### config.mk
export PLATFORM = sky130hd
export DESIGN_NAME = gpio_mask_port
export DESIGN_NICKNAME = d
export VERILOG_FILES = /design/src/rtl/gpio_mask_pkg.sv /design/src/rtl/gpio_sync2.sv /design/src/rtl/gpio_addr_decode.sv /design/src/rtl/gpio_data_reg.sv /design/src/rtl/gpio_mask_port.sv
export SDC_FILE = /design/constraint.sdc
export NUM_CORES = 1
export LEC_CHECK = 0
export BUFFER_PORTS_ARGS = -buffer_cell sky130_fd_sc_hd__buf_4
export CAP_MARGIN = 25
export CORE_MARGIN = 8
export CORE_UTILIZATION = 50
export DETAILED_ROUTE_END_ITERATION = 8
export GPL_ROUTABILITY_DRIVEN = 0
export PLACE_DENSITY_LB_ADDON = 0.2
export REMOVE_ABC_BUFFERS = 1
export SLEW_MARGIN = 20
export SYNTH_ARGS = -nofsm -noshare
export SYNTH_HDL_FRONTEND = slang
export SYNTH_SLANG_ARGS = --single-unit
### constraint.sdc
create_clock -name clk -period 1.69 [get_ports clk]
set_input_delay 0.0845 -clock clk [delete_from_list [all_inputs] [get_ports clk]]
set_output_delay 0.0845 -clock clk [all_outputs]
set_load 0.005 [all_outputs]
### src/rtl/gpio_mask_pkg.sv
package gpio_mask_pkg;

  // Which register an access lands on
  typedef enum logic [1:0] {
    RGN_DATA = 2'd0,
    RGN_DIR  = 2'd1,
    RGN_NONE = 2'd2
  } region_e;

  // Low byte-address bits below the word index
  localparam int unsigned WORD_LSB = 2;

endpackage

### src/rtl/gpio_sync2.sv
module gpio_sync2 #(
  parameter int unsigned W = 8
) (
  input  logic         clk,
  input  logic         rst_n,
  input  logic [W-1:0] async_in,
  output logic [W-1:0] sync_out
);

  for (genvar i = 0; i < W; i++) begin : g_bit
    logic stage1_q;
    logic stage2_q;

    always_ff @(posedge clk or negedge rst_n) begin
      if (!rst_n) begin
        stage1_q <= 1'b0;
        stage2_q <= 1'b0;
      end else begin
        stage1_q <= async_in[i];
        stage2_q <= stage1_q;
      end
    end

    assign sync_out[i] = stage2_q;
  end

endmodule

### src/rtl/gpio_addr_decode.sv
module gpio_addr_decode
  import gpio_mask_pkg::*;
#(
  parameter int unsigned PINS   = 8,
  parameter int unsigned ADDR_W = 12
) (
  input  logic [ADDR_W-1:0] addr,
  output region_e           region,
  output logic [PINS-1:0]   mask
);

  // The data window spans 2**PINS words; the direction register follows it
  localparam int unsigned WIN_TOP = PINS + WORD_LSB;
  localparam logic [ADDR_W-1:0] DIR_OFF = ADDR_W'(1) << WIN_TOP;

  logic in_window;
  logic unused_low;

  assign in_window  = (addr[ADDR_W-1:WIN_TOP] == '0);
  assign mask       = addr[WIN_TOP-1:WORD_LSB];
  assign unused_low = ^addr[WORD_LSB-1:0];

  always_comb begin
    if (in_window) begin
      region = RGN_DATA;
    end else if (addr == DIR_OFF) begin
      region = RGN_DIR;
    end else begin
      region = RGN_NONE;
    end
  end

endmodule

### src/rtl/gpio_data_reg.sv
module gpio_data_reg #(
  parameter int unsigned PINS = 8
) (
  input  logic            clk,
  input  logic            rst_n,
  input  logic            sw_we,
  input  logic [PINS-1:0] sw_mask,
  input  logic [PINS-1:0] sw_wdata,
  input  logic [PINS-1:0] dir,
  input  logic [PINS-1:0] pin_sync,
  output logic [PINS-1:0] data_q
);

  logic [PINS-1:0] wr_bits;
  logic [PINS-1:0] data_d;
  logic            data_en;

  always_comb begin
    // Software reaches only selected bits of pins that are outputs
    wr_bits = {PINS{sw_we}} & sw_mask & dir;
    data_d  = (~dir & pin_sync)
            | (wr_bits & sw_wdata)
            | (dir & ~wr_bits & data_q);
    data_en = sw_we | (|(~dir & (pin_sync ^ data_q)));
  end

  always_ff @(posedge clk or negedge rst_n) begin
    if (!rst_n) begin
      data_q <= '0;
    end else if (data_en) begin
      data_q <= data_d;
    end
  end

endmodule

### src/rtl/gpio_mask_port.sv
module gpio_mask_port
  import gpio_mask_pkg::*;
#(
  parameter int unsigned PINS   = 8,
  parameter int unsigned ADDR_W = 12
) (
  input  logic              clk,
  input  logic              rst_n,
  input  logic              bus_sel,
  input  logic              bus_wr,
  input  logic [ADDR_W-1:0] bus_addr,
  input  logic [PINS-1:0]   bus_wdata,
  output logic [PINS-1:0]   bus_rdata,
  input  logic [PINS-1:0]   pin_in,
  output logic [PINS-1:0]   pin_out,
  output logic [PINS-1:0]   pin_oe
);

  region_e         region;
  logic [PINS-1:0] mask;
  logic [PINS-1:0] pin_sync;
  logic [PINS-1:0] data_q;
  logic [PINS-1:0] dir_q;
  logic [PINS-1:0] dir_d;
  logic            dir_en;
  logic [PINS-1:0] rd_q;
  logic [PINS-1:0] rd_d;
  logic            rd_en;
  logic            data_we;

  gpio_addr_decode #(.PINS(PINS), .ADDR_W(ADDR_W)) u_dec (
    .addr   (bus_addr),
    .region (region),
    .mask   (mask)
  );

  gpio_sync2 #(.W(PINS)) u_sync (
    .clk      (clk),
    .rst_n    (rst_n),
    .async_in (pin_in),
    .sync_out (pin_sync)
  );

  assign data_we = bus_sel & bus_wr & (region == RGN_DATA);

  gpio_data_reg #(.PINS(PINS)) u_data (
    .clk      (clk),
    .rst_n    (rst_n),
    .sw_we    (data_we),
    .sw_mask  (mask),
    .sw_wdata (bus_wdata),
    .dir      (dir_q),
    .pin_sync (pin_sync),
    .data_q   (data_q)
  );

  // Direction register
  always_comb begin
    dir_en = bus_sel & bus_wr & (region == RGN_DIR);
    dir_d  = bus_wdata;
  end

  always_ff @(posedge clk or negedge rst_n) begin
    if (!rst_n) begin
      dir_q <= '0;
    end else if (dir_en) begin
      dir_q <= dir_d;
    end
  end

  // Registered read data
  always_comb begin
    rd_en = bus_sel & ~bus_wr;
    unique case (region)
      RGN_DATA: rd_d = data_q & mask;
      RGN_DIR:  rd_d = dir_q;
      default:  rd_d = '0;
    endcase
  end

  always_ff @(posedge clk or negedge rst_n) begin
    if (!rst_n) begin
      rd_q <= '0;
    end else if (rd_en) begin
      rd_q <= rd_d;
    end
  end

  assign bus_rdata = rd_q;
  assign pin_oe    = dir_q;
  assign pin_out   = (data_q & dir_q) | ~dir_q;

endmodule

After elaboration in Yosys (flattened, before gate mapping)
Index checks and enable logic that the tools add are counted.
{"block": "totals", "ff_bits": 40, "inputBits": 32, "output_inout_bits": 24, "elab_cells": 48}
{"block": "classes", "eq_ne": 2, "mux": 3, "bitwise": 21, "n_reduce_logical": 3}
{"operator": "$and A8 B8 Y8", "n": 9}
{"operator": "$or A8 B8 Y8", "n": 3}
{"operator": "$not A8 Y8", "n": 2}
{"operator": "$pmux W8 S2", "n": 1}
{"operator": "$eq A12 B11 Y1 const B", "n": 1}
{"operator": "$reduce_or A8 Y1", "n": 1}
{"operator": "$xor A8 B8 Y8", "n": 1}
{"operator": "$and A1 B1 Y1", "n": 4}
{"operator": "$logic_not A2 Y1", "n": 2}
{"operator": "$mux W2", "n": 2}
{"operator": "$eq A2 B1 Y1 const B", "n": 1}
{"operator": "$not A1 Y1", "n": 1}
{"operator": "$or A1 B1 Y1", "n": 1}

Logic depth before layout (Yosys ltp)
Gate-level depths: netlist (run 1).
{"block": "depth", "word_depth": 11, "depth_mapped": 6, "mapped_depth_nobuf": 5}

Modules after synthesis
A second synthesis (run 1) with hierarchy kept.
{"block": "unflattened", "hier_cells": 153, "hier_area_um2": 1778.0}
{"mod": "gpio_mask_port", "instances": 1, "cells_each": 72, "area_per_inst_um2": 784.5, "seq_area_each_um2": 400.4}
{"mod": "gpio_sync2", "instances": 1, "cells_each": 24, "area_per_inst_um2": 460.4, "seq_area_each_um2": 400.4}
{"mod": "gpio_data_reg", "instances": 1, "cells_each": 42, "area_per_inst_um2": 422.9, "seq_area_each_um2": 200.2}
{"mod": "gpio_addr_decode", "instances": 1, "cells_each": 15, "area_per_inst_um2": 110.1, "seq_area_each_um2": 0.0}

Worst setup path before layout (run 1)
OpenSTA, ideal clock, no wires.
{"block": "synth_timing", "path_kind": "flip-flop to flip-flop", "start": "reg u_data.data_q[6]", "end": "reg u_data.data_q[6]", "setup_ps": 120, "arrival_time_ps": 1429, "required_time_ps": 1570, "setup_slack_ps": 142, "stages_incl_launch_ff": 6, "n_path_buf": 0, "synth_period_minus_slack_ps": 1548, "path_cell_list": "dfrtp_1 > xnor2_1 > o22ai_1 > nor4_4 > o21ai_2 > a31o_1"}
{"block": "synth_via", "elab_chain_cells": 4, "word_cells_on_any_way": 6, "classes_between": "5 x bitwise; 1 x reduce/logical"}
{"element": "start, declared", "line_no": "gpio_data_reg.sv:11", "source": "output logic [PINS-1:0] data_q"}
{"element": "start signal, assigned", "line_no": "gpio_data_reg.sv:31", "source": "data_q <= data_d;"}
{"element": "$xor A8 B8 Y8", "line_no": "gpio_data_reg.sv:24", "source": "data_en = sw_we | (|(~dir & (pin_sync ^ data_q)));"}
{"element": "$and A8 B8 Y8", "line_no": "gpio_data_reg.sv:24"}
{"element": "$reduce_or A8 Y1", "line_no": "gpio_data_reg.sv:24"}
{"element": "$or A1 B1 Y1", "line_no": "gpio_data_reg.sv:24"}
Parallel ways exist; a longest one is shown, timed or not.
A chain may end at the register's enable or synchronous reset.

Final worst setup path (run 1)
{"block": "layout_timing", "start": "reg u_sync.g_bit[4].stage2_q", "end": "reg u_data.data_q[6]"}
{"block": "layout_via", "elab_chain_cells": 4}
{"element": "start, declared", "line_no": "gpio_sync2.sv:12", "source": "logic stage2_q;"}
{"element": "start signal, assigned", "line_no": "gpio_sync2.sv:20", "source": "stage2_q <= stage1_q;"}
{"element": "$xor A8 B8 Y8", "line_no": "gpio_data_reg.sv:24"}
{"element": "$and A8 B8 Y8", "line_no": "gpio_data_reg.sv:24"}
{"element": "$reduce_or A8 Y1", "line_no": "gpio_data_reg.sv:24"}
{"element": "$or A1 B1 Y1", "line_no": "gpio_data_reg.sv:24"}
Every way passes these cells.

==> metrics.txt, run 1 <==
# TYPE chip_impl_metric gauge
chip_impl_metric{name="hpwl",unit="um"} 3385
chip_impl_info{name="worst_setup_path_end_kind",value="flop"} 1
chip_impl_info{name="mostFrequentLayoutCell",value="buf_4"} 1
chip_impl_metric{name="rrSetupSlack",unit="ns"} 0.009
chip_impl_info{name="most-common-layout-cells",value="buf_4, dfrtp_1, dlygate4sd3_1"} 1
chip_impl_info{name="synth_area_leaders",value="dfrtp_1, mux2_2, mux2i_1, a32oi_1, xnor2_1"} 1
chip_impl_metric{name="netlist_area",unit="mm^2"} 0.001742
chip_impl_info{name="outcome",value="completed"} 1
chip_impl_metric{name="worst_ep_arrival_time",unit="ns"} 1.99
chip_impl_metric{name="post_route_cells_drive_above_1_share",unit=""} 0.3926
chip_impl_metric{name="yosysUniqueCellTypes",unit=""} 27
chip_impl_metric{name="grt_start_max_net_pins",unit=""} 41
chip_impl_metric{name="insertedDiodeCount",unit=""} 0
chip_impl_metric{name="final_design_area_no_fill",unit="mm^2"} 0.002584
chip_impl_metric{name="vias_in_the_first_global_route",unit=""} 1575
chip_impl_metric{name="finish.utilization",unit=""} 0.7743
chip_impl_metric{name="cts_max_level",unit=""} 2
chip_impl_metric{name="place_area",unit="mm^2"} 0.002273
chip_impl_info{name="min_from",value="bus_addr[2]"} 1
chip_impl_metric{name="timing.final.hold_violations",unit=""} 0
chip_impl_metric{name="drv_cap",unit=""} 0
chip_impl_metric{name="whs_path_depth",unit=""} 3
chip_impl_metric{name="antenna_violations_before_repair",unit=""} 0
chip_impl_metric{name="static-leakage-power",unit="nW"} 1.225
chip_impl_info{name="crit-reg2reg-launch",value="u_sync.g_bit[4].stage2_q$_DFF_PN0_"} 1
chip_impl_metric{name="total_power",unit="mW"} 1.810
chip_impl_metric{name="yosys.area.top_type_share",unit=""} 0.5747
chip_impl_metric{name="synth-warning-count",unit=""} 0
chip_impl_info{name="hold-path-endpoint",value="bus_rdata[0]$_DFFE_PN0P_"} 1
chip_impl_metric{name="drc",unit=""} 0
chip_impl_info{name="cts_tree",value="yes"} 1
chip_impl_info{name="worstSetupPathType",value="flop to flop"} 1
chip_impl_metric{name="cts_sinks",unit=""} 40
chip_impl_metric{name="worst-slew-pin-transition",unit="ns"} 0.5040
chip_impl_metric{name="via_count",unit=""} 1571
chip_impl_metric{name="pwr_cell_area",unit="mW/mm^2"} 700.5
chip_impl_metric{name="grt_first_pass_wirelength",unit="um"} 7521
chip_impl_info{name="hp-class",value="input port to flop"} 1
chip_impl_info{name="r2r_end",value="u_data.data_q[6]$_DFFE_PN0P_"} 1
chip_impl_metric{name="fin_skew",unit="ns"} 0.007474
chip_impl_metric{name="die_area",unit="mm^2"} 0.005628
chip_impl_metric{name="timing.final.crit_share",unit=""} 0.9949
chip_impl_metric{name="cts-root-to-sink-buffers",unit=""} 2
chip_impl_metric{name="clk_pin_slew",unit="ns"} 0.12
chip_impl_metric{name="die_w",unit="um"} 75.02
chip_impl_metric{name="syn_inst",unit=""} 150
chip_impl_info{name="critical_path.slowest_cell",value="dfrtp_1"} 1
chip_impl_metric{name="inserted_clock_buffers",unit=""} 5
chip_impl_info{name="commonest_register_cell_after_synthesis",value="dfrtp_1"} 1
chip_impl_metric{name="setup_viol",unit=""} 0
chip_impl_metric{name="io_buffer_count",unit=""} 55
chip_impl_metric{name="routed_via_density",unit=""} 5.455
chip_impl_metric{name="avgRoutedWirePerCell",unit="um"} 17.19
chip_impl_metric{name="critical_path_peak_fanout",unit=""} 5
chip_impl_metric{name="timing.final.max_slew_violations",unit=""} 0
chip_impl_metric{name="net_count_of_the_finished_layout",unit=""} 273
chip_impl_metric{name="grt_overflow",unit=""} 0
chip_impl_metric{name="peakVddDrop",unit="uV"} 578.2
chip_impl_info{name="cp-start-kind",value="flop"} 1
chip_impl_metric{name="worst_path_largest_cell_delay",unit="ns"} 0.43
chip_impl_metric{name="die_h",unit="um"} 75.02
chip_impl_metric{name="asyncSetResetFlopFracSynth",unit=""} 1.000
chip_impl_metric{name="synth_enable_flop_cells",unit=""} 0
chip_impl_metric{name="detail_route.first_pass.iterations",unit=""} 4
chip_impl_metric{name="drt_first_iter_violations",unit=""} 185
chip_impl_metric{name="reg2regPathDepth",unit=""} 6
chip_impl_metric{name="clkLatencyLatePin",unit="ns"} 0.36
chip_impl_metric{name="max-slew-margin-rel",unit=""} 0.6640
chip_impl_metric{name="hold-worst-slack",unit="ns"} 0.05929
chip_impl_metric{name="core",unit="mm^2"} 0.003337
chip_impl_metric{name="num_rows",unit=""} 21
chip_impl_metric{name="grtUsageTotal",unit=""} 0.1791
chip_impl_info{name="rsz0062_at_grt",value="true"} 1
chip_impl_metric{name="area_delta_synth_final",unit="%"} 48.35
chip_impl_metric{name="mean_instance_size_in_the_synthesized_netlist",unit="um^2"} 11.61
chip_impl_metric{name="ys_ff_latch",unit=""} 40
chip_impl_metric{name="drt.antenna.violating_nets",unit=""} 0
chip_impl_metric{name="initial_core_util",unit=""} 0.5219
chip_impl_info{name="synth_top_cell_by_area",value="dfrtp_1"} 1
chip_impl_info{name="cts_root_buffer",value="clkbuf_4"} 1
chip_impl_info{name="crit_chain",value="xnor2_2 -> o22ai_2 -> nor4_4 -> buf_4 -> o2bb2ai_1 -> a31o_1"} 1
chip_impl_metric{name="max_freq",unit="GHz"} 0.5947
chip_impl_metric{name="finalCriticalPeriod",unit="ns"} 1.681
chip_impl_metric{name="route.final.wire_length",unit="um"} 4951
chip_impl_metric{name="critPathRequiredTime",unit="ns"} 2.00
chip_impl_metric{name="synth-seq-area-share",unit=""} 0.5747
chip_impl_metric{name="ioPinCount",unit=""} 56
-- cell usage after synthesis, types with 2 or more instances --
cell type / instances
o22ai_1: 3
buf_2: 2
a22o_1: 5
mux2_2: 8
nor2_1: 14
a21oi_1: 7
nor4_1: 2
dfrtp_1: 40
xnor2_1: 8
nand2b_1: 9
nand2_1: 15
o21ai_0: 8
mux2i_1: 8
a32oi_1: 8
-- registers in the layout, indices dropped and copies added (netlist names) --
| register | cells |
|---|---|
| u_sync.g_bit.stage1_q | 8 |
| bus_rdata | 8 |
| u_sync.g_bit.stage2_q | 8 |
| pin_oe | 8 |
| u_data.data_q | 8 |
-- logic make-up (layout without fill, tap and decap cells) --
group	after synthesis	count (layout)	share of synthesized area
xor gates and xnor gates	8	8	0.04023
buffers and inverters	4	96	0.01005
AOI/OAI and AO/OA	35	35	0.1387
and+or+nand+nor	47	47	0.1386
muxes	16	16	0.09771
DFF	40	40	0.5747
-- per-stage QoR --
stage | setup TNS (ns) | worst slack [ns] | std cells
detailed placement | 0 | 0.1006 | 258
global route | -0.1800 | -0.08628 | 288
floorplan | 0 | 0.1417 | 147
CTS | 0 | 0.07365 | 283
finish | 0 | 0.008538 | 288
global placement | 0 | 0.1689 | 258
-- worst max-delay path: cells and delay by family (launching register included) --
family | cells | cell delay [ns]
buf+inv | 1 | 0.21
simple gates | 1 | 0.38
flops | 1 | 0.43
compound gates | 3 | 0.41
xor+xnor | 1 | 0.19
-- power breakdown --
part           leakage (nW)  internal, mW  switching, mW  total, mW
logic                 0.696         0.143          0.111      0.254
clock network        0.0305         0.202          0.326      0.528
registers             0.498         0.996         0.0319       1.03
total                  1.22          1.34          0.469       1.81
-- area by class of cell --
class / instances / area, um^2
Sequential cell: 40 / 1005
Multi-Input combinational cell: 106 / 755.7
Fill cell: 223 / 753.2
Timing Repair Buffer: 87 / 695.7
Tap cell: 46 / 57.56
Clock buffer: 6 / 51.30
Clock inverter: 2 / 15.01
Inverter: 1 / 3.754
-- worst max-delay path by stage --
stage | to | startpoint | slack, ns | cells after the start
6_report | u_data.data_q[6]$_DFFE_PN0P_ | u_sync.g_bit[4].stage2_q$_DFF_PN0_ | 0.009 | 6
3_5_place_dp | u_data.data_q[6]$_DFFE_PN0P_ | u_data.data_q[6]$_DFFE_PN0P_ | 0.10 | 5
5_1_grt | u_data.data_q[6]$_DFFE_PN0P_ | u_data.data_q[1]$_DFFE_PN0P_ | -0.09 | 6
4_1_cts | u_data.data_q[6]$_DFFE_PN0P_ | u_data.data_q[6]$_DFFE_PN0P_ | 0.07 | 5
3_3_place_gp | u_data.data_q[6]$_DFFE_PN0P_ | bus_sel | 0.17 | 7
2_1_floorplan | u_data.data_q[6]$_DFFE_PN0P_ | u_data.data_q[6]$_DFFE_PN0P_ | 0.14 | 5
-- per-layer routing --
layer  up-vias  share of wire  wire (um)  global-route usage
met4         0          0.018         90             0.08913
met3        11           0.11        525             0.06125
li1        728              -          -                   -
met5         -              0          0                   0
met1       756           0.38       1903              0.2112
met2        76           0.49       2432              0.2831
-- what timing repair did --
action                                 4_1_cts  5_1_grt
setup endpoints to repair                    0        3
hold buffers                                17        0
endpoints found under the hold margin       56        0
buffers inserted                             0        5
resized for setup                            0        8
Power figures use the tool's default switching activity.
==> inputs of run 2 (changes only) <==
- PLACE_DENSITY: default -> 0.87
- PLACE_DENSITY_LB_ADDON: 0.2 -> default
- RECOVER_POWER: default -> 25
==> metrics.txt, run 2 (same netlist as run 1, synthesis figures left out) <==
# TYPE chip_impl_metric gauge
chip_impl_info{name="outcome",value="completed"} 1
chip_impl_metric{name="static-leakage-power",unit="nW"} 1.239
chip_impl_metric{name="power.switching_fraction",unit=""} 0.2461
chip_impl_metric{name="worst_path_largest_cell_delay",unit="ns"} 0.44
chip_impl_metric{name="setup_viol",unit=""} 0
chip_impl_metric{name="final_design_area_no_fill",unit="mm^2"} 0.002586
chip_impl_metric{name="seqPwrFrac",unit=""} 0.578
chip_impl_metric{name="io_buffer_count",unit=""} 55
chip_impl_metric{name="critPathRequiredTime",unit="ns"} 1.91
chip_impl_metric{name="clkLatencyLatePin",unit="ns"} 0.34
chip_impl_info{name="cts_root_buffer",value="clkbuf_4"} 1
chip_impl_info{name="hp-class",value="input port to flop"} 1
chip_impl_metric{name="ioPinCount",unit=""} 56
chip_impl_metric{name="cts_max_level",unit=""} 2
chip_impl_info{name="critical-path-top-delay-family",value="flip-flops"} 1
chip_impl_info{name="critical_path.slowest_cell",value="dfrtp_2"} 1
chip_impl_metric{name="power.share.clock",unit=""} 0.278
chip_impl_metric{name="initial_core_util",unit=""} 0.5219
chip_impl_info{name="mostFrequentLayoutCell",value="buf_4"} 1
chip_impl_metric{name="die_area",unit="mm^2"} 0.005628
chip_impl_metric{name="peakVddDrop",unit="uV"} 518.5
chip_impl_metric{name="grt_start_max_net_pins",unit=""} 41
chip_impl_metric{name="net_count_of_the_finished_layout",unit=""} 275
chip_impl_metric{name="via_count",unit=""} 1567
chip_impl_metric{name="hpwl",unit="um"} 3416
chip_impl_info{name="crit_chain",value="xnor2_2 -> o22ai_2 -> nor4_4 -> buf_4 -> a22o_1 -> a21oi_1"} 1
chip_impl_metric{name="worst_ep_arrival_time",unit="ns"} 1.85
chip_impl_metric{name="grtUsageTotal",unit=""} 0.1781
chip_impl_info{name="worst_setup_path_end_kind",value="flop"} 1
chip_impl_metric{name="setup-tns-final",unit="ns"} 0
chip_impl_metric{name="drv_cap",unit=""} 0
chip_impl_metric{name="insertedDiodeCount",unit=""} 0
chip_impl_metric{name="reg2regPathDepth",unit=""} 6
chip_impl_metric{name="die_w",unit="um"} 75.02
chip_impl_metric{name="drc",unit=""} 0
chip_impl_info{name="r2r_end",value="u_data.data_q[2]$_DFFE_PN0P_"} 1
chip_impl_metric{name="whs_path_depth",unit=""} 3
chip_impl_metric{name="area_delta_synth_final",unit="%"} 48.49
chip_impl_info{name="cp-start-kind",value="flop"} 1
chip_impl_metric{name="critical_path_peak_fanout",unit=""} 3
chip_impl_metric{name="worst-slew-pin-transition",unit="ns"} 0.9689
chip_impl_metric{name="clk_pin_slew",unit="ns"} 0.12
chip_impl_metric{name="power.combinational.fraction",unit=""} 0.144
chip_impl_info{name="most-common-layout-cells",value="buf_4, dfrtp_1, dlygate4sd3_1"} 1
chip_impl_metric{name="inserted_clock_buffers",unit=""} 5
chip_impl_metric{name="place_area",unit="mm^2"} 0.002303
chip_impl_metric{name="drt.antenna.violating_nets",unit=""} 0
chip_impl_info{name="min_from",value="bus_addr[2]"} 1
chip_impl_metric{name="place_worst_setup_slack",unit="ns"} 0.1006
chip_impl_metric{name="internal_power",unit="mW"} 1.335
chip_impl_info{name="crit-reg2reg-launch",value="u_data.data_q[1]$_DFFE_PN0P_"} 1
chip_impl_metric{name="total_power",unit="mW"} 1.771
chip_impl_metric{name="finalCriticalPeriod",unit="ns"} 1.631
chip_impl_metric{name="p_switching",unit="mW"} 0.4360
chip_impl_metric{name="routed_via_density",unit=""} 5.403
chip_impl_metric{name="drt_first_iter_violations",unit=""} 96
chip_impl_metric{name="detail_route.first_pass.iterations",unit=""} 4
chip_impl_metric{name="num_rows",unit=""} 21
chip_impl_metric{name="timing.final.hold_violations",unit=""} 0
chip_impl_info{name="worstSetupPathType",value="flop to flop"} 1
chip_impl_metric{name="post_route_cells_drive_above_1_share",unit=""} 0.3893
chip_impl_metric{name="finish.utilization",unit=""} 0.7750
chip_impl_metric{name="timing.final.max_slew_violations",unit=""} 0
chip_impl_metric{name="fin_ws",unit="ns"} 0.05885
chip_impl_metric{name="core",unit="mm^2"} 0.003337
chip_impl_info{name="cts_tree",value="yes"} 1
chip_impl_metric{name="cp.buffers_inverters",unit=""} 1
chip_impl_metric{name="route.final.wire_length",unit="um"} 4832
chip_impl_metric{name="pwr_cell_area",unit="mW/mm^2"} 684.9
chip_impl_metric{name="fin_skew",unit="ns"} 0.01017
chip_impl_metric{name="antenna_violations_before_repair",unit=""} 0
chip_impl_metric{name="cts-root-to-sink-buffers",unit=""} 2
chip_impl_metric{name="max-slew-margin-rel",unit=""} 0.3541
chip_impl_metric{name="max_freq",unit="GHz"} 0.6131
chip_impl_metric{name="grt_first_pass_wirelength",unit="um"} 7638
chip_impl_metric{name="vias_in_the_first_global_route",unit=""} 1579
chip_impl_metric{name="cts_sinks",unit=""} 40
chip_impl_metric{name="timing.final.crit_share",unit=""} 0.9652
chip_impl_info{name="hold-path-endpoint",value="bus_rdata[0]$_DFFE_PN0P_"} 1
chip_impl_metric{name="avgRoutedWirePerCell",unit="um"} 16.66
chip_impl_metric{name="rrSetupSlack",unit="ns"} 0.06
chip_impl_metric{name="grt_overflow",unit=""} 0
chip_impl_metric{name="die_h",unit="um"} 75.02
-- run 2: power groups by stage --
stage	Sequential, mW	Combinational [mW]	Clock [mW]
after global routing	1.03	0.278	0.557
final	1.02	0.255	0.493
after floorplan	1.04	0.0807	0
after CTS	1.02	0.240	0.515
after detailed placement	1.04	0.208	0
after global placement	1.04	0.206	0
-- run 2: layout make-up --
class	count	area, um^2
clock buffers	6	51.30
repair buffers	89	708.2
fillers	200	750.7
well taps	46	57.56
flip-flops and latches	40	1003
clock inverters	2	10.01
inverters	1	3.754
multi-input cells	106	752.0
-- run 2: how the worst max path moves through the flow --
stage,startpoint,endpoint,slack [ns],cells after the start
floorplan,u_data.data_q[6]$_DFFE_PN0P_,u_data.data_q[6]$_DFFE_PN0P_,0.14,5
global placement,u_sync.g_bit[2].stage2_q$_DFF_PN0_,u_data.data_q[6]$_DFFE_PN0P_,0.18,5
detailed placement,u_data.data_q[6]$_DFFE_PN0P_,u_data.data_q[6]$_DFFE_PN0P_,0.10,5
CTS,u_data.data_q[6]$_DFFE_PN0P_,u_data.data_q[6]$_DFFE_PN0P_,0.07,5
global route,u_data.data_q[1]$_DFFE_PN0P_,u_data.data_q[2]$_DFFE_PN0P_,-0.02,6
finish,u_data.data_q[1]$_DFFE_PN0P_,u_data.data_q[2]$_DFFE_PN0P_,0.06,6
-- run 2: metal layers --
metal	vias to the layer above	part of all wire	GRT usage
met2	82	0.49	0.2831
met4	0	0.0060	0.05870
met1	742	0.40	0.2238
met5	-	0	0
li1	738	-	-
met3	5	0.10	0.05459
-- run 2: worst min-delay path: cells and delay by family --
family / cells / cell delay (ns)
AO/OA/AOI/OAI: 2 / 0.20
buffers and inverters: 1 / 0.10
-- run 2: per-stage QoR --
stage | hold slack, ns | instances
floorplan | -0.2111 | 147
global placement | 0.08258 | 262
detailed placement | 0.08391 | 262
CTS | 0.05683 | 287
global route | 0.08298 | 290
finish | 0.06904 | 290
-- run 2: what timing repair did --
action	4_1_cts	5_1_grt
endpoints found under the hold margin	56	0
resized for setup	0	6
hold buffers	17	0
endpoints found under the setup margin	0	4
buffers inserted	0	3
==> inputs of run 3 (changes only) <==
- BUFFER_PORTS_ARGS: -buffer_cell sky130_fd_sc_hd__buf_4 -> default
- CORE_UTILIZATION: 50 -> 61
- DONT_BUFFER_PORTS: default -> 1
- PLACE_DENSITY: 0.87 -> 0.85
==> metrics.txt, run 3 (same netlist as run 1, synthesis figures left out) <==
# TYPE chip_impl_metric gauge
chip_impl_info{name="outcome",value="completed"} 1
chip_impl_info{name="worstSetupPathType",value="flop to flop"} 1
chip_impl_metric{name="antenna_violations_before_repair",unit=""} 0
chip_impl_info{name="cts_tree",value="yes"} 1
chip_impl_metric{name="power.switching_fraction",unit=""} 0.2235
chip_impl_metric{name="critical_path_peak_fanout",unit=""} 6
chip_impl_metric{name="hpwl",unit="um"} 3077
chip_impl_metric{name="insertedDiodeCount",unit=""} 0
chip_impl_metric{name="num_rows",unit=""} 19
chip_impl_metric{name="grt_first_pass_wirelength",unit="um"} 7383
chip_impl_metric{name="avgRoutedWirePerCell",unit="um"} 20.99
chip_impl_info{name="critPathLaunch",value="u_data.data_q[2]$_DFFE_PN0P_"} 1
chip_impl_metric{name="cts_max_level",unit=""} 2
chip_impl_info{name="most-common-layout-cells",value="dfrtp_1, dlygate4sd3_1, nand2_1"} 1
chip_impl_info{name="mostFrequentLayoutCell",value="dfrtp_1"} 1
chip_impl_metric{name="worst-slew-pin-transition",unit="ns"} 0.9635
chip_impl_metric{name="via_count",unit=""} 1438
chip_impl_metric{name="drt_first_iter_violations",unit=""} 171
chip_impl_metric{name="pwr_cell_area",unit="mW/mm^2"} 857.3
chip_impl_metric{name="drv_cap",unit=""} 0
chip_impl_metric{name="die_w",unit="um"} 69.44
chip_impl_metric{name="drt.antenna.violating_nets",unit=""} 0
chip_impl_metric{name="timing.final.hold_violations",unit=""} 0
chip_impl_metric{name="inserted_clock_buffers",unit=""} 5
chip_impl_metric{name="die_h",unit="um"} 69.44
chip_impl_metric{name="internal_power",unit="mW"} 1.481
chip_impl_metric{name="max-slew-margin-rel",unit=""} 0.3577
chip_impl_metric{name="timing.final.crit_share",unit=""} 0.9998
chip_impl_metric{name="p_switching",unit="mW"} 0.4262
chip_impl_info{name="rsz0062_at_grt",value="true"} 1
chip_impl_metric{name="fin_skew",unit="ns"} 0.008077
chip_impl_metric{name="cts-root-to-sink-buffers",unit=""} 2
chip_impl_info{name="hp-class",value="input port to flop"} 1
chip_impl_metric{name="clkLatencyLatePin",unit="ns"} 0.35
chip_impl_info{name="crit-reg2reg-launch",value="u_data.data_q[2]$_DFFE_PN0P_"} 1
chip_impl_metric{name="ioPinCount",unit=""} 56
chip_impl_metric{name="initial_core_util",unit=""} 0.6371
chip_impl_metric{name="reg2regPathDepth",unit=""} 5
chip_impl_metric{name="finish.utilization",unit=""} 0.8137
chip_impl_metric{name="drc",unit=""} 0
chip_impl_metric{name="area_delta_synth_final",unit="%"} 27.73
chip_impl_metric{name="static-leakage-power",unit="nW"} 0.9953
chip_impl_metric{name="rrSetupSlack",unit="ns"} 0.0003
chip_impl_metric{name="grt_start_max_net_pins",unit=""} 41
chip_impl_info{name="r2r_end",value="u_data.data_q[6]$_DFFE_PN0P_"} 1
chip_impl_metric{name="net_count_of_the_finished_layout",unit=""} 225
chip_impl_info{name="endpoint",value="u_data.data_q[6]$_DFFE_PN0P_"} 1
chip_impl_metric{name="grt_overflow",unit=""} 0
chip_impl_metric{name="core",unit="mm^2"} 0.002734
chip_impl_metric{name="peakVddDrop",unit="uV"} 896.1
chip_impl_metric{name="clk_pin_slew",unit="ns"} 0.11
chip_impl_metric{name="grtUsageTotal",unit=""} 0.1918
chip_impl_metric{name="setup-tns-final",unit="ns"} 0
chip_impl_metric{name="io_buffer_count",unit=""} 0
chip_impl_metric{name="max_freq",unit="GHz"} 0.5918
chip_impl_metric{name="power.share.clock",unit=""} 0.367
chip_impl_info{name="worst_setup_path_end_kind",value="flop"} 1
chip_impl_metric{name="cts_sinks",unit=""} 40
chip_impl_metric{name="finalCriticalPeriod",unit="ns"} 1.690
chip_impl_metric{name="timing.final.max_slew_violations",unit=""} 0
chip_impl_info{name="cp-start-kind",value="flop"} 1
chip_impl_metric{name="seqPwrFrac",unit=""} 0.539
chip_impl_metric{name="vias_in_the_first_global_route",unit=""} 1421
chip_impl_metric{name="route.final.wire_length",unit="um"} 4723
chip_impl_metric{name="setup_viol",unit=""} 0
chip_impl_metric{name="power.combinational.fraction",unit=""} 0.094
chip_impl_metric{name="critPathRequiredTime",unit="ns"} 1.94
chip_impl_metric{name="post_route_cells_drive_above_1_share",unit=""} 0.1753
chip_impl_metric{name="worst_ep_arrival_time",unit="ns"} 1.94
chip_impl_info{name="cts_root_buffer",value="clkbuf_4"} 1
chip_impl_metric{name="detail_route.first_pass.iterations",unit=""} 4
chip_impl_metric{name="die_area",unit="mm^2"} 0.004821
chip_impl_metric{name="routed_via_density",unit=""} 6.391
chip_impl_metric{name="hold-worst-slack",unit="ns"} 0.02872
-- run 3: layer usage --
metal  wire length (um)  GRT usage  share of wire
met1               1867     0.2376           0.40
met2               2232     0.2900           0.47
met3                557    0.08584           0.12
met4                 65    0.06378          0.014
met5                  0          0              0
-- run 3: area by class of cell --
type	instances	area, um^2
timing repair buffer	39	352.8
tap	31	38.79
fill	152	509.2
inverter	1	3.754
clock inverter	1	30.03
clock buffer	7	65.06
multi-input combinational	106	733.2
sequential	40	1001
-- run 3: critical path, cell delays in order, from the launching register on --
cell	delay [ns]
dfrtp_1	0.46
xnor2_1	0.21
o22ai_1	0.15
nor4_4	0.35
o21ai_2	0.18
a31o_1	0.25
-- run 3: power groups by stage --
stage | logic, mW | registers [mW] | clock network, mW
6_report | 0.180 | 1.03 | 0.700
5_1_grt | 0.196 | 1.03 | 0.747
4_1_cts | 0.176 | 1.03 | 0.717
3_5_place_dp | 0.103 | 1.05 | 0
3_3_place_gp | 0.0992 | 1.04 | 0
2_1_floorplan | 0.0807 | 1.04 | 0
-- run 3: what timing repair did --
item,CTS,global route
resized for setup,0,2
endpoints found under the setup margin,0,2
setup buffers,0,2
endpoints found under the hold margin,66,0
hold buffers,26,0
-- run 3: stage by stage --
step           area [um^2]  setup WS, ns  total power, mW  std cells
2_1_floorplan         1728        0.1417            1.118        147
3_3_place_gp          1849        0.1795            1.142        189
3_5_place_dp          1849        0.1093            1.148        189
4_1_cts               2215       0.08588            1.919        223
5_1_grt               2225      -0.04584            1.976        225
6_report              2225     0.0002847            1.907        225
-- run 3: worst min-delay path by stage --
stage | cells past startpoint | startpoint | slack, ns | to
final | 3 | bus_addr[5] | 0.03 | u_data.data_q[3]$_DFFE_PN0P_
after global routing | 3 | bus_addr[5] | 0.05 | u_data.data_q[3]$_DFFE_PN0P_
after CTS | 3 | bus_addr[5] | 0.01 | u_data.data_q[3]$_DFFE_PN0P_
after detailed placement | 0 | rst_n | -0.21 | bus_rdata[7]$_DFFE_PN0P_
after global placement | 0 | rst_n | -0.21 | bus_rdata[3]$_DFFE_PN0P_
after floorplan | 0 | rst_n | -0.21 | bus_rdata[0]$_DFFE_PN0P_
